[src/rtl/sdf_pkg.sv]
package sdf_pkg;
  localparam logic [7:0]  SYNC_BYTE  = 8'hA1;
  localparam logic [7:0]  DMARK_BYTE = 8'hF8;
  localparam logic [7:0]  FILL_BYTE  = 8'h00;
  localparam logic [15:0] CRC_SEED   = 16'hFFFF;
  localparam logic [15:0] CRC_POLY   = 16'h1021;

  typedef enum logic [2:0] {
    WS_IDLE, WS_PRE, WS_SYNC, WS_MARK, WS_DATA, WS_CRCH, WS_CRCL, WS_POST
  } wr_state_t;

  typedef enum logic [2:0] {
    RS_IDLE, RS_HUNT, RS_MARK, RS_DATA, RS_CRCH, RS_CRCL
  } rd_state_t;

  // One byte of CRC, most significant bit first.
  function automatic logic [15:0] crc_step(input logic [15:0] c, input logic [7:0] d);
    logic [15:0] r;
    r = c;
    for (int i = 7; i >= 0; i--) begin
      if (r[15] ^ d[i]) r = {r[14:0], 1'b0} ^ CRC_POLY;
      else              r = {r[14:0], 1'b0};
    end
    return r;
  endfunction
endpackage

[src/rtl/sdf_tx.sv]
module sdf_tx
  import sdf_pkg::*;
#(
  parameter int BLK_W    = 4,
  parameter int BLK_LOG2 = 5,
  parameter int PRE_N    = 3,
  parameter int POST_N   = 2
) (
  input  logic             clk,
  input  logic             rst,
  input  logic             byte_tick,
  input  logic             start,
  input  logic [BLK_W-1:0] blocks,
  input  logic [7:0]       in_data,
  input  logic             in_valid,
  output logic             in_ready,
  output logic [7:0]       tx_byte,
  output logic             tx_mark,
  output logic             tx_gate,
  output logic             tx_done,
  output logic             underrun
);
  localparam int CNT_W = BLK_W + BLK_LOG2;

  wr_state_t        st;
  logic [CNT_W-1:0] cnt;
  logic [BLK_W-1:0] blk_q;
  logic [15:0]      crc;
  logic [7:0]       pick;
  logic             accept;

  assign accept   = start && (st == WS_IDLE) && (blocks != '0);
  assign in_ready = (st == WS_DATA) && byte_tick;

  always_comb begin
    pick = in_valid ? in_data : FILL_BYTE;
  end

  always_ff @(posedge clk) begin
    if (rst) begin
      st       <= WS_IDLE;
      cnt      <= '0;
      blk_q    <= '0;
      crc      <= CRC_SEED;
      tx_byte  <= FILL_BYTE;
      tx_mark  <= 1'b0;
      tx_gate  <= 1'b0;
      tx_done  <= 1'b0;
      underrun <= 1'b0;
    end else begin
      tx_done <= 1'b0;
      if (accept) begin
        st       <= WS_PRE;
        cnt      <= CNT_W'(PRE_N - 1);
        blk_q    <= blocks;
        crc      <= CRC_SEED;
        underrun <= 1'b0;
      end else if (byte_tick) begin
        tx_mark <= 1'b0;
        tx_gate <= (st != WS_IDLE);
        case (st)
          WS_IDLE: tx_byte <= FILL_BYTE;
          WS_PRE: begin
            tx_byte <= FILL_BYTE;
            if (cnt == '0) st <= WS_SYNC;
            else           cnt <= cnt - 1'b1;
          end
          WS_SYNC: begin
            tx_byte <= SYNC_BYTE;
            tx_mark <= 1'b1;
            crc     <= crc_step(crc, SYNC_BYTE);
            st      <= WS_MARK;
          end
          WS_MARK: begin
            tx_byte <= DMARK_BYTE;
            crc     <= crc_step(crc, DMARK_BYTE);
            cnt     <= {blk_q, {BLK_LOG2{1'b0}}} - CNT_W'(1);
            st      <= WS_DATA;
          end
          WS_DATA: begin
            tx_byte <= pick;
            crc     <= crc_step(crc, pick);
            if (!in_valid) underrun <= 1'b1;
            if (cnt == '0) st <= WS_CRCH;
            else           cnt <= cnt - 1'b1;
          end
          WS_CRCH: begin
            tx_byte <= crc[15:8];
            st      <= WS_CRCL;
          end
          WS_CRCL: begin
            tx_byte <= crc[7:0];
            cnt     <= CNT_W'(POST_N - 1);
            st      <= WS_POST;
          end
          WS_POST: begin
            tx_byte <= FILL_BYTE;
            if (cnt == '0) begin
              st      <= WS_IDLE;
              tx_done <= 1'b1;
            end else begin
              cnt <= cnt - 1'b1;
            end
          end
          default: st <= WS_IDLE;
        endcase
      end
    end
  end
endmodule

[src/rtl/sdf_rx.sv]
module sdf_rx
  import sdf_pkg::*;
#(
  parameter int BLK_W    = 4,
  parameter int BLK_LOG2 = 5
) (
  input  logic             clk,
  input  logic             rst,
  input  logic             start,
  input  logic [BLK_W-1:0] blocks,
  input  logic             rx_valid,
  input  logic [7:0]       rx_byte,
  input  logic             rx_mark,
  output logic [7:0]       out_data,
  output logic             out_valid,
  output logic             rx_done,
  output logic             crc_error
);
  localparam int CNT_W = BLK_W + BLK_LOG2;

  rd_state_t        st;
  logic [CNT_W-1:0] cnt;
  logic [BLK_W-1:0] blk_q;
  logic [15:0]      crc;
  logic [15:0]      crc_nx;
  logic             accept;
  logic             is_sync;
  logic             is_dmark;

  assign accept   = start && (st == RS_IDLE) && (blocks != '0);
  assign is_sync  = rx_mark && (rx_byte == SYNC_BYTE);
  assign is_dmark = !rx_mark && (rx_byte == DMARK_BYTE);

  always_comb begin
    crc_nx = crc_step(crc, rx_byte);
  end

  always_ff @(posedge clk) begin
    if (rst) begin
      st        <= RS_IDLE;
      cnt       <= '0;
      blk_q     <= '0;
      crc       <= CRC_SEED;
      out_data  <= '0;
      out_valid <= 1'b0;
      rx_done   <= 1'b0;
      crc_error <= 1'b0;
    end else begin
      out_valid <= 1'b0;
      rx_done   <= 1'b0;
      if (accept) begin
        st        <= RS_HUNT;
        blk_q     <= blocks;
        crc_error <= 1'b0;
      end else if (rx_valid) begin
        case (st)
          RS_HUNT: begin
            if (is_sync) begin
              crc <= crc_step(CRC_SEED, SYNC_BYTE);
              st  <= RS_MARK;
            end
          end
          RS_MARK: begin
            if (is_dmark) begin
              crc <= crc_nx;
              cnt <= {blk_q, {BLK_LOG2{1'b0}}} - CNT_W'(1);
              st  <= RS_DATA;
            end else if (is_sync) begin
              crc <= crc_step(CRC_SEED, SYNC_BYTE);
            end else begin
              st <= RS_HUNT;
            end
          end
          RS_DATA: begin
            out_data  <= rx_byte;
            out_valid <= 1'b1;
            crc       <= crc_nx;
            if (cnt == '0) st <= RS_CRCH;
            else           cnt <= cnt - 1'b1;
          end
          RS_CRCH: begin
            crc <= crc_nx;
            st  <= RS_CRCL;
          end
          RS_CRCL: begin
            crc_error <= (crc_nx != 16'h0000);
            rx_done   <= 1'b1;
            st        <= RS_IDLE;
          end
          default: st <= RS_IDLE;
        endcase
      end
    end
  end
endmodule

[src/rtl/sdf_framer.sv]
module sdf_framer #(
  parameter int BLK_W  = 4,
  parameter int PRE_N  = 3,
  parameter int POST_N = 2
) (
  input  logic             clk,
  input  logic             rst,
  input  logic             byte_tick,
  input  logic             wr_start,
  input  logic [BLK_W-1:0] wr_blocks,
  input  logic [7:0]       in_data,
  input  logic             in_valid,
  output logic             in_ready,
  output logic [7:0]       wr_byte,
  output logic             wr_mark,
  output logic             wr_gate,
  output logic             wr_done,
  output logic             wr_underrun,
  input  logic             rd_start,
  input  logic [BLK_W-1:0] rd_blocks,
  input  logic             rd_valid,
  input  logic [7:0]       rd_byte,
  input  logic             rd_mark,
  output logic [7:0]       out_data,
  output logic             out_valid,
  output logic             rd_done,
  output logic             crc_error
);
  localparam int BLK_LOG2 = 5;

  sdf_tx #(
    .BLK_W(BLK_W), .BLK_LOG2(BLK_LOG2), .PRE_N(PRE_N), .POST_N(POST_N)
  ) u_tx (
    .clk(clk), .rst(rst), .byte_tick(byte_tick),
    .start(wr_start), .blocks(wr_blocks),
    .in_data(in_data), .in_valid(in_valid), .in_ready(in_ready),
    .tx_byte(wr_byte), .tx_mark(wr_mark), .tx_gate(wr_gate),
    .tx_done(wr_done), .underrun(wr_underrun)
  );

  sdf_rx #(
    .BLK_W(BLK_W), .BLK_LOG2(BLK_LOG2)
  ) u_rx (
    .clk(clk), .rst(rst),
    .start(rd_start), .blocks(rd_blocks),
    .rx_valid(rd_valid), .rx_byte(rd_byte), .rx_mark(rd_mark),
    .out_data(out_data), .out_valid(out_valid),
    .rx_done(rd_done), .crc_error(crc_error)
  );
endmodule

[config.mk]
export PLATFORM = sky130hd
export DESIGN_NAME = sdf_framer
export DESIGN_NICKNAME = d
export VERILOG_FILES = /design/src/rtl/sdf_pkg.sv /design/src/rtl/sdf_tx.sv /design/src/rtl/sdf_rx.sv /design/src/rtl/sdf_framer.sv
export SDC_FILE = /design/constraint.sdc
export NUM_CORES = 1
export LEC_CHECK = 0
export ABC_AREA = 1
export CAP_MARGIN = 0
export CORE_ASPECT_RATIO = 1.2
export CORE_MARGIN = 2
export CORE_UTILIZATION = 62
export CTS_CLUSTER_DIAMETER = 40
export DETAILED_ROUTE_END_ITERATION = 8
export PLACE_DENSITY = 0.95
export SYNTH_ARGS = -nofsm -noshare
export SYNTH_HDL_FRONTEND = slang
export SYNTH_HIERARCHICAL = 1
export SYNTH_SLANG_ARGS = --single-unit
[constraint.sdc]
create_clock -name clk -period 3.3 [get_ports clk]
set_input_delay 0.495 -clock clk [delete_from_list [all_inputs] [get_ports clk]]
set_output_delay 0.495 -clock clk [all_outputs]
set_load 0.03 [all_outputs]
# --- Word level (Yosys, flattened, before mapping) ---
# Index checks and enable logic that the tools add are counted.
word_totals:
  ff_bits: 87
  latchBits: 0
  ramBits: 0
  mem_bits_ro: 0
  input_bits: 32
  output_inout_bits: 24
  memories: 0
classes:
  n_addsub: 4
  mul: 0
  div_mod_pow: 0
  n_lt_le_gt_ge: 0
  n_eq_ne: 30
  shifts: 0
  mux: 145
  bitwise: 52
  reduce_logical: 45
ops:
  columns: ["cell", "count"]
  rows:
  - ["$mux 16", 86]
  - ["$mux 13", 31]
  - ["$pmux 16 s3", 2]
  - ["$not 3->3", 30]
  - ["$pmux 8 s6", 1]
  - ["$sub 9x1->9 const B", 4]
  - ["$mux 9", 3]
  - ["$pmux 9 s3", 1]
  - ["$mux 3", 7]
  - ["$pmux 3 s7", 1]
  - ["$eq 3x3->1 const B", 6]
  - ["$logic_not 9->1", 2]
  - ["$pmux 9 s2", 1]
  - ["$eq 8x8->1 const B", 2]
  - ["$reduce_bool 16->1", 1]
  - ["$xor 1x1->1", 16]
  - ["$reduce_and 3->1", 5]
  - ["$reduce_and 5->1", 3]
  - ["$eq 3x2->1 const B", 4]
  - ["$ne 3x1->1 const B", 4]
  - ["$pmux 3 s4", 1]
  - ["$reduce_bool 3->1", 4]
  - ["$reduce_bool 4->1", 3]
  - ["$ne 2x1->1 const B", 5]
  - ["20 further kinds", 53]

# --- Logic depth before layout (Yosys ltp) ---
# Gate-level depths: netlist of run 1.
logic_depth:
  ltp_word: 46
  ltp_mapped: 13
  depth_no_buf: 13

# --- Modules after synthesis ---
# Netlist of run 1, hierarchy kept.
modules_own_cells:
  columns: ["module", "instances", "cells_each", "area_each_um2", "seq_area_each_um2"]
  rows:
  - ["sdf_tx", 1, 443, 2910.3, 880.8]
  - ["sdf_rx", 1, 403, 2553.7, 860.8]

# --- Worst setup path before layout of run 1 ---
# No wires, ideal clock.
synth_timing:
  kind: "reg-to-output"
  startpoint: "register u_tx.st[0]"
  endpoint: "output in_ready"
  t_arrival_ps: 1238
  setup_slack_ps: 1567
  path_stages_with_launch: 6
  path_buffers: 2
  path_cell_list: "dfxtp_1 -> buf_2 -> nor2_2 -> nand2_4 -> buf_2 -> nor2_1"
synth_between:
  elab_chain_cells: 2
synth_rtl:
  columns: ["item", "line_no", "source"]
  rows:
  - ["from (decl)", "sdf_tx.sv:25", "wr_state_t st;"]
  - ["from (signal assigned)", "sdf_tx.sv:41", "st <= WS_IDLE;"]
  - ["from (signal assigned)", "sdf_tx.sv:53", "st <= WS_PRE;"]
  - ["from (signal assigned)", "sdf_tx.sv:65", "if (cnt == '0) st <= WS_SYNC;"]
  - ["$eq 3x3->1", "sdf_tx.sv:33", "assign in_ready = (st == WS_DATA) && byte_tick;"]
  - ["$logic_and 1x1->1", "sdf_tx.sv:33", null]
  - ["to (decl)", "sdf_framer.sv:13", "output logic in_ready,"]
# Every way passes these cells.

# --- Worst setup path in the final report of run 1 ---
layout_timing:
  startpoint: "register u_tx.st[2]"
  endpoint: "output in_ready"
# The elaborated chain is that of the path after synthesis.

==> qor.yml, run 1 <==
status: "completed"
htreeDepth: 3
drtIter0Drc: 418
synth_cell_types: 45
min_path_type: "reg2reg"
layout_commonest_cell: "nand2_1"
syn_nets: 882
hold_buffers: 0
synth_top_family_by_area: "simple AND/OR/NAND/NOR gates"
grt_max_degree: 21
slew_headroom_pct: 44.8
clock_path_buffers: 2
n_antenna_cell: 0
grt_pass1_vias: 5058
yosysWarnings: 6
synth_adder_area_share_pct: 0.916
arrival_ns: 2.08
clockRootBuffer: "clkbuf_8"
setup_viol_count_final: 0
path_class: "reg2out"
yosys.area_share.simple_pct: 39.4
cp.required_ns: 2.80
grt_usage_pct: 29.0
cts_tree: "yes"
via_per_inst: 5.54
setup_tns_ns: 0
synth_edf_count: 0
grt-ovfl-total: 0
routed_wl_um: 13500
clock_latency_ns: 0.37
layout-drive-gt1-share_pct: 8.90
cts_sinks: 87
design.core.area_um2: 8560
final_antenna_net_count: 0
synth.top_cells.by_area: "dfxtp_1 (32%), nand2_1 (19%), nand3_1 (8.2%)"
drv_cap: 0
skew_ns: 0.0117
syn_area_um2: 5460
power.density_nw_per_um2: 417
synthesis.area_per_instance_um2: 6.46
firstDrtPassIters: 5
synth_top_area_share_pct: 31.9
syn_inst: 846
routedWlPerCell_um: 13.3
power_leakage_nw: 2.96
startpoint_type: "flop"
synth-seq-cells: 87
cts_setup_buffers: 0
maxSlewViolCount: 0
numCtsBuffers: 9
yosysSeqAreaShare_pct: 31.9
final_util_pct: 73.2
worst_setup_path_end_kind: "primary output"
chipWidth_um: 89.7
r2r_slack_ns: 1.04
antenna_found_initial: 0
io_pins: 56
yosys_most_used_dff: "dfxtp_1"
cts.repair.resized: 0
dp_hpwl_um: 9780
hold_viol_final: 0
worstMarginPinSlew_ns: 0.826
peakVddDrop_mv: 0.299
synthXorXnorAreaFrac_pct: 4.81
final_cell_mix: "nand2_1 (275), nand3_1 (90), dfxtp_1 (87), inv_1 (83), nor2_1 (67)"
rsz0062_at_grt: "false"
grt_pass1_wl_um: 22000
finalCriticalPeriod_ns: 2.57
async_flop_share_pct: 0
fin_crit_sh_pct: 77.9
start_util_pct: 63.8
port_buffers: 55
fmax_mhz: 389
synth_compound_area_share_pct: 13.4
yosys.area.top_type: "dfxtp_1"
timing.hold.ws_ns: 0.467
gp_congestion: 0.969
dieArea_um2: 9580
nets: 930
drc: 0
area_growth_pct: 14.7
vias: 5627
cts.clk_slew.worst_paths_ns: 0.09
dieHeight_um: 107
synth.area.mux_share_pct: 0
rows: 37
critPathMaxFanout: 16
==> final timing paths <==
path	from	end	cells past startpoint
worst max-delay path	u_tx/st[2]	in_ready	3
worst min-delay path	u_rx/out_data[3]	u_rx/out_data[3]	2
worst max register to register	u_tx/st[2]	u_tx/cnt[8]	7
worst min register to register	u_rx/out_data[3]	u_rx/out_data[3]	2
==> critical path, stage by stage, from the launching register on <==
cell	delay, ns
dfxtp_1	0.63
nand2_4	0.25
nor2_1	0.14
clkdlybuf4s50_1	0.67
==> state kept, by name, indices dropped and copies added, names as in the netlist <==
register        flops
u_rx/crc           16
u_tx/crc           16
u_rx/cnt            9
u_tx/cnt            9
u_rx/out_data       8
u_tx/tx_byte        8
u_rx/blk_q          4
u_tx/blk_q          4
u_rx/st             3
u_tx/st             3
u_rx/crc_error      1
u_rx/out_valid      1
u_rx/rx_done        1
u_tx/tx_done        1
u_tx/tx_gate        1
u_tx/tx_mark        1
u_tx/underrun       1
==> final cells by class <==
class	instances	area, µm²
fill	710	2300
timing repair buffer	58	573
clock inverter	4	52.6
sequential	87	1740
tap	117	146
clock buffer	12	165
multi-input combinational	636	3200
inverter	102	390
==> cell families (layout without fill, tap and decap cells) <==
| group | after synthesis | in the layout |
|---|---|---|
| AND/OR/NAND/NOR | 482 | 482 |
| buffers and inverters | 123 | 176 |
| AO/OA/AOI/OAI | 120 | 120 |
| flip-flops | 87 | 87 |
| XOR/XNOR | 30 | 30 |
| adder cells (fa/ha/maj) | 4 | 4 |
==> per-layer routing <==
layer / global-route usage, % / share of wire, % / vias to the layer above
met2: 48.6 / 49 / 249
li1: - / - / 2810
met1: 35.7 / 41 / 2526
met3: 4.93 / 7.8 / 42
met4: 12.7 / 2.9 / 0
met5: 0 / 0 / -
==> synth_stat cells (11+ instances only) <==
cell,instances
dfxtp_1,87
a21oi_1,43
inv_2,15
nand2_2,11
inv_1,83
xnor2_1,12
nand3_1,90
nor3_1,11
nand2_1,275
o21ai_0,34
xor2_1,18
nor2_1,67
==> metrics by stage <==
step                std cells  power, W  worst slack [ns]  area (µm²)
floorplan                 846   0.00165              1.57        5460
global placement         1000   0.00179             0.838        6050
detailed placement       1000   0.00181             0.818        6050
CTS                      1016   0.00261             0.739        6270
global route             1016   0.00275             0.614        6270
finish                   1016   0.00261             0.729        6270
==> report_power, final <==
group | switching (W) | internal, W | total, W
combinational | 0.000415 | 0.000228 | 0.000643
sequential | 0.0000534 | 0.00110 | 0.00116
clock | 0.000402 | 0.000414 | 0.000816
Power figures use the tool's default switching activity.
==> run 2, diff against run 1 <==
CORE_UTILIZATION = 58   (was 62)
PLACE_DENSITY = 0.91   (was 0.95)
clock period = 2.7 ns   (was 3.3 ns; I/O delays follow)
==> run 2 against run 1 <==
Routed wire length up 3.4%. Die area up 6.6%. Sequential cell count unchanged. Worst setup slack worse by 0.33 ns. Clock power up 37%. Combinational power up 24%. Global-route usage down 0.87 points. Count of clock-buffer cells in the layout down 3. Via count down 0.82%. Critical path depth unchanged. Critical path type unchanged. Largest power group unchanged. Highest routed layer unchanged.
==> qor.yml, run 2 (synthesis gave the netlist of run 1 again) <==
rows: 38  # +2.7%
path_class: "reg2out"
fin_crit_sh_pct: 85.0
hold_end: "u_tx/tx_byte[4]"
clockRootBuffer: "clkbuf_8"
switching_power_w: 0.00108  # +24%
setup_tns_ns: 0  # unchanged
gp_congestion: 0.938  # -3.2%
multi_input_comb_area_um2: 3200  # unchanged
htreeDepth: 3  # unchanged
cts.repair.resized: 0  # unchanged
setup_viol_count_final: 0  # unchanged
port_buffers: 55  # unchanged
final_cells: 1024  # +0.79%
final_cell_mix: "nand2_1 (275), nand3_1 (90), dfxtp_1 (87), inv_1 (83), nor2_1 (67)"
max_stage_delay_ns: 0.68  # about the same
path_cells: "nand2_4, nor2_1, clkdlybuf4s50_1"
drtIter0Drc: 358  # -14%
p_int_w: 0.00225  # +29%
hold_viol_final: 0  # unchanged
grt_max_degree: 21  # unchanged
r2r-start: "u_tx/cnt[0]"
drc: 0  # unchanged
power_leakage_nw: 2.99  # +1.1%
cts.clk_slew.worst_paths_ns: 0.09  # about the same
wl_met1_um: 5680  # +3.1%
wl_met3_um: 891  # -15%
critPathMaxFanout: 8  # -8
firstDrtPassIters: 6  # +1
cts_setup_buffers: 0  # unchanged
slowest_stage: "clkdlybuf4s50_1"
min_path_type: "reg2reg"
routed_wl_um: 13900  # +3.4%
whs_path_depth: 2  # unchanged
final_antenna_net_count: 0  # unchanged
dp_hpwl_um: 10200  # +3.8%
grt_pass1_vias: 5159  # +2.0%
clock_path_buffers: 2  # unchanged
cts_sinks: 87  # unchanged
power.density_nw_per_um2: 525  # +26%
n_antenna_cell: 0  # unchanged
status: "completed"
r2r-end: "u_tx/cnt[8]"
fmax_mhz: 436
peakVddDrop_mv: 0.347  # +16%
fillCellCount: 775  # +9.2%
startpoint_type: "flop"
maxSlewViolCount: 0  # unchanged
rr_worst_depth: 11  # +4
area_growth_pct: 15.9
path_delay_family: "buffers and inverters"
slew_headroom_pct: 67.5  # +23 points
layout-drive-gt1-share_pct: 9.40  # +0.50 points
vias: 5581  # -0.82%
numCtsBuffers: 9  # unchanged
worst_setup_path_end_kind: "primary output"
layout_commonest_cell: "nand2_1"
io_pins: 56  # unchanged
p_comb_share_pct: 23.9  # -0.7 points
p_sw_share_pct: 32.4  # -0.86 points
chipWidth_um: 92.6  # +3.2%
clock_power_share_pct: 33.7  # +2.5 points
clock_latency_ns: 0.38  # about the same
via_per_inst: 5.45  # -1.6%
reg_top3: "u_rx/crc: 16 flops, u_tx/crc: 16 flops"
crit_buf_inv: 1  # unchanged
nets: 935  # +0.54%
grt_usage_pct: 28.1  # -0.87 points
cp.required_ns: 2.30  # -0.50 ns
finalCriticalPeriod_ns: 2.30
skew_ns: 0.0126  # +0.000859 ns
design.core.area_um2: 9080  # +6.0%
arrival_ns: 1.89  # -0.19 ns
r2r_slack_ns: 0.66  # -0.38 ns
seqCellArea_um2: 1740  # unchanged
grt_pass1_wl_um: 22900  # +4.1%
antenna_found_initial: 0  # unchanged
drv_cap: 0  # unchanged
top_layer: "met4"
start_util_pct: 60.2  # -3.6 points
dieHeight_um: 110  # +3.3%
rsz0062_at_grt: "false"
dieArea_um2: 10200  # +6.6%
wl_met2_um: 6970  # +6.7%
pwr-share-seq_pct: 42.4  # -1.8 points
dp_cells: 1008  # +0.80%
hold_buffers: 0  # unchanged
routedWlPerCell_um: 13.6  # +2.5%
cts_tree: "yes"
hp-start: "u_tx/tx_byte[4]"
grt-ovfl-total: 0  # unchanged
worstMarginPinSlew_ns: 0.483  # -0.342 ns
==> run 2: worst min-delay path, delay by kind of cell, from the launching register on <==
kind               cells  cell delay (ns)
DFF                    1             0.32
and+or+nand+nor        1             0.06
AOI/OAI and AO/OA      1             0.05
==> run 2: layout make-up <==
type	instances	share of cell area (%)
Sequential cell	87	27.5
Clock buffer	9	1.96
Inverter	102	6.16
Multi-Input combinational cell	636	50.5
Tap cell	120	2.37
Timing Repair Buffer	63	9.64
Clock inverter	7	1.90
==> run 2: worst max path at each step <==
stage          slack [ns]        from  cells after the start            to
6_report             0.40  u_tx/st[2]                      3      in_ready
5_1_grt              0.34  u_tx/st[2]                      3      in_ready
3_3_place_gp         0.43  rd_byte[7]                     10  u_rx/crc[14]
3_5_place_dp         0.35  rd_byte[7]                     10   u_rx/crc[4]
4_1_cts              0.39  u_tx/st[2]                      3      in_ready
2_1_floorplan        1.06  u_tx/st[0]                      5      in_ready
==> run 2: through the flow <==
| stage | setup slack, ns | utilization, % | area, µm² | power (W) | hold slack (ns) |
|---|---|---|---|---|---|
| after floorplan | 1.06 | - | 5460 | 0.00202 | 0.447 |
| after global placement | 0.432 | 67.1 | 6090 | 0.00220 | 0.451 |
| after detailed placement | 0.351 | 67.1 | 6090 | 0.00222 | 0.452 |
| after CTS | 0.392 | 69.8 | 6330 | 0.00333 | 0.465 |
| after global routing | 0.337 | 69.8 | 6330 | 0.00350 | 0.497 |
| final | 0.404 | 69.8 | 6330 | 0.00333 | 0.465 |
==> run 2: power by group through the flow <==
stage	logic, W	clock network [W]	registers, W
floorplan	0.000583	0	0.00143
global placement	0.000764	0	0.00144
detailed placement	0.000777	0	0.00144
CTS	0.000788	0.00113	0.00141
global route	0.000889	0.00119	0.00142
finish	0.000795	0.00112	0.00141
==> run 2: routing by layer <==
metal  vias up  track usage [%]
li1       2826                -
met1      2506             31.5
met2       211             51.9
met3        38             4.62
met5         -                0
met4         0             13.3
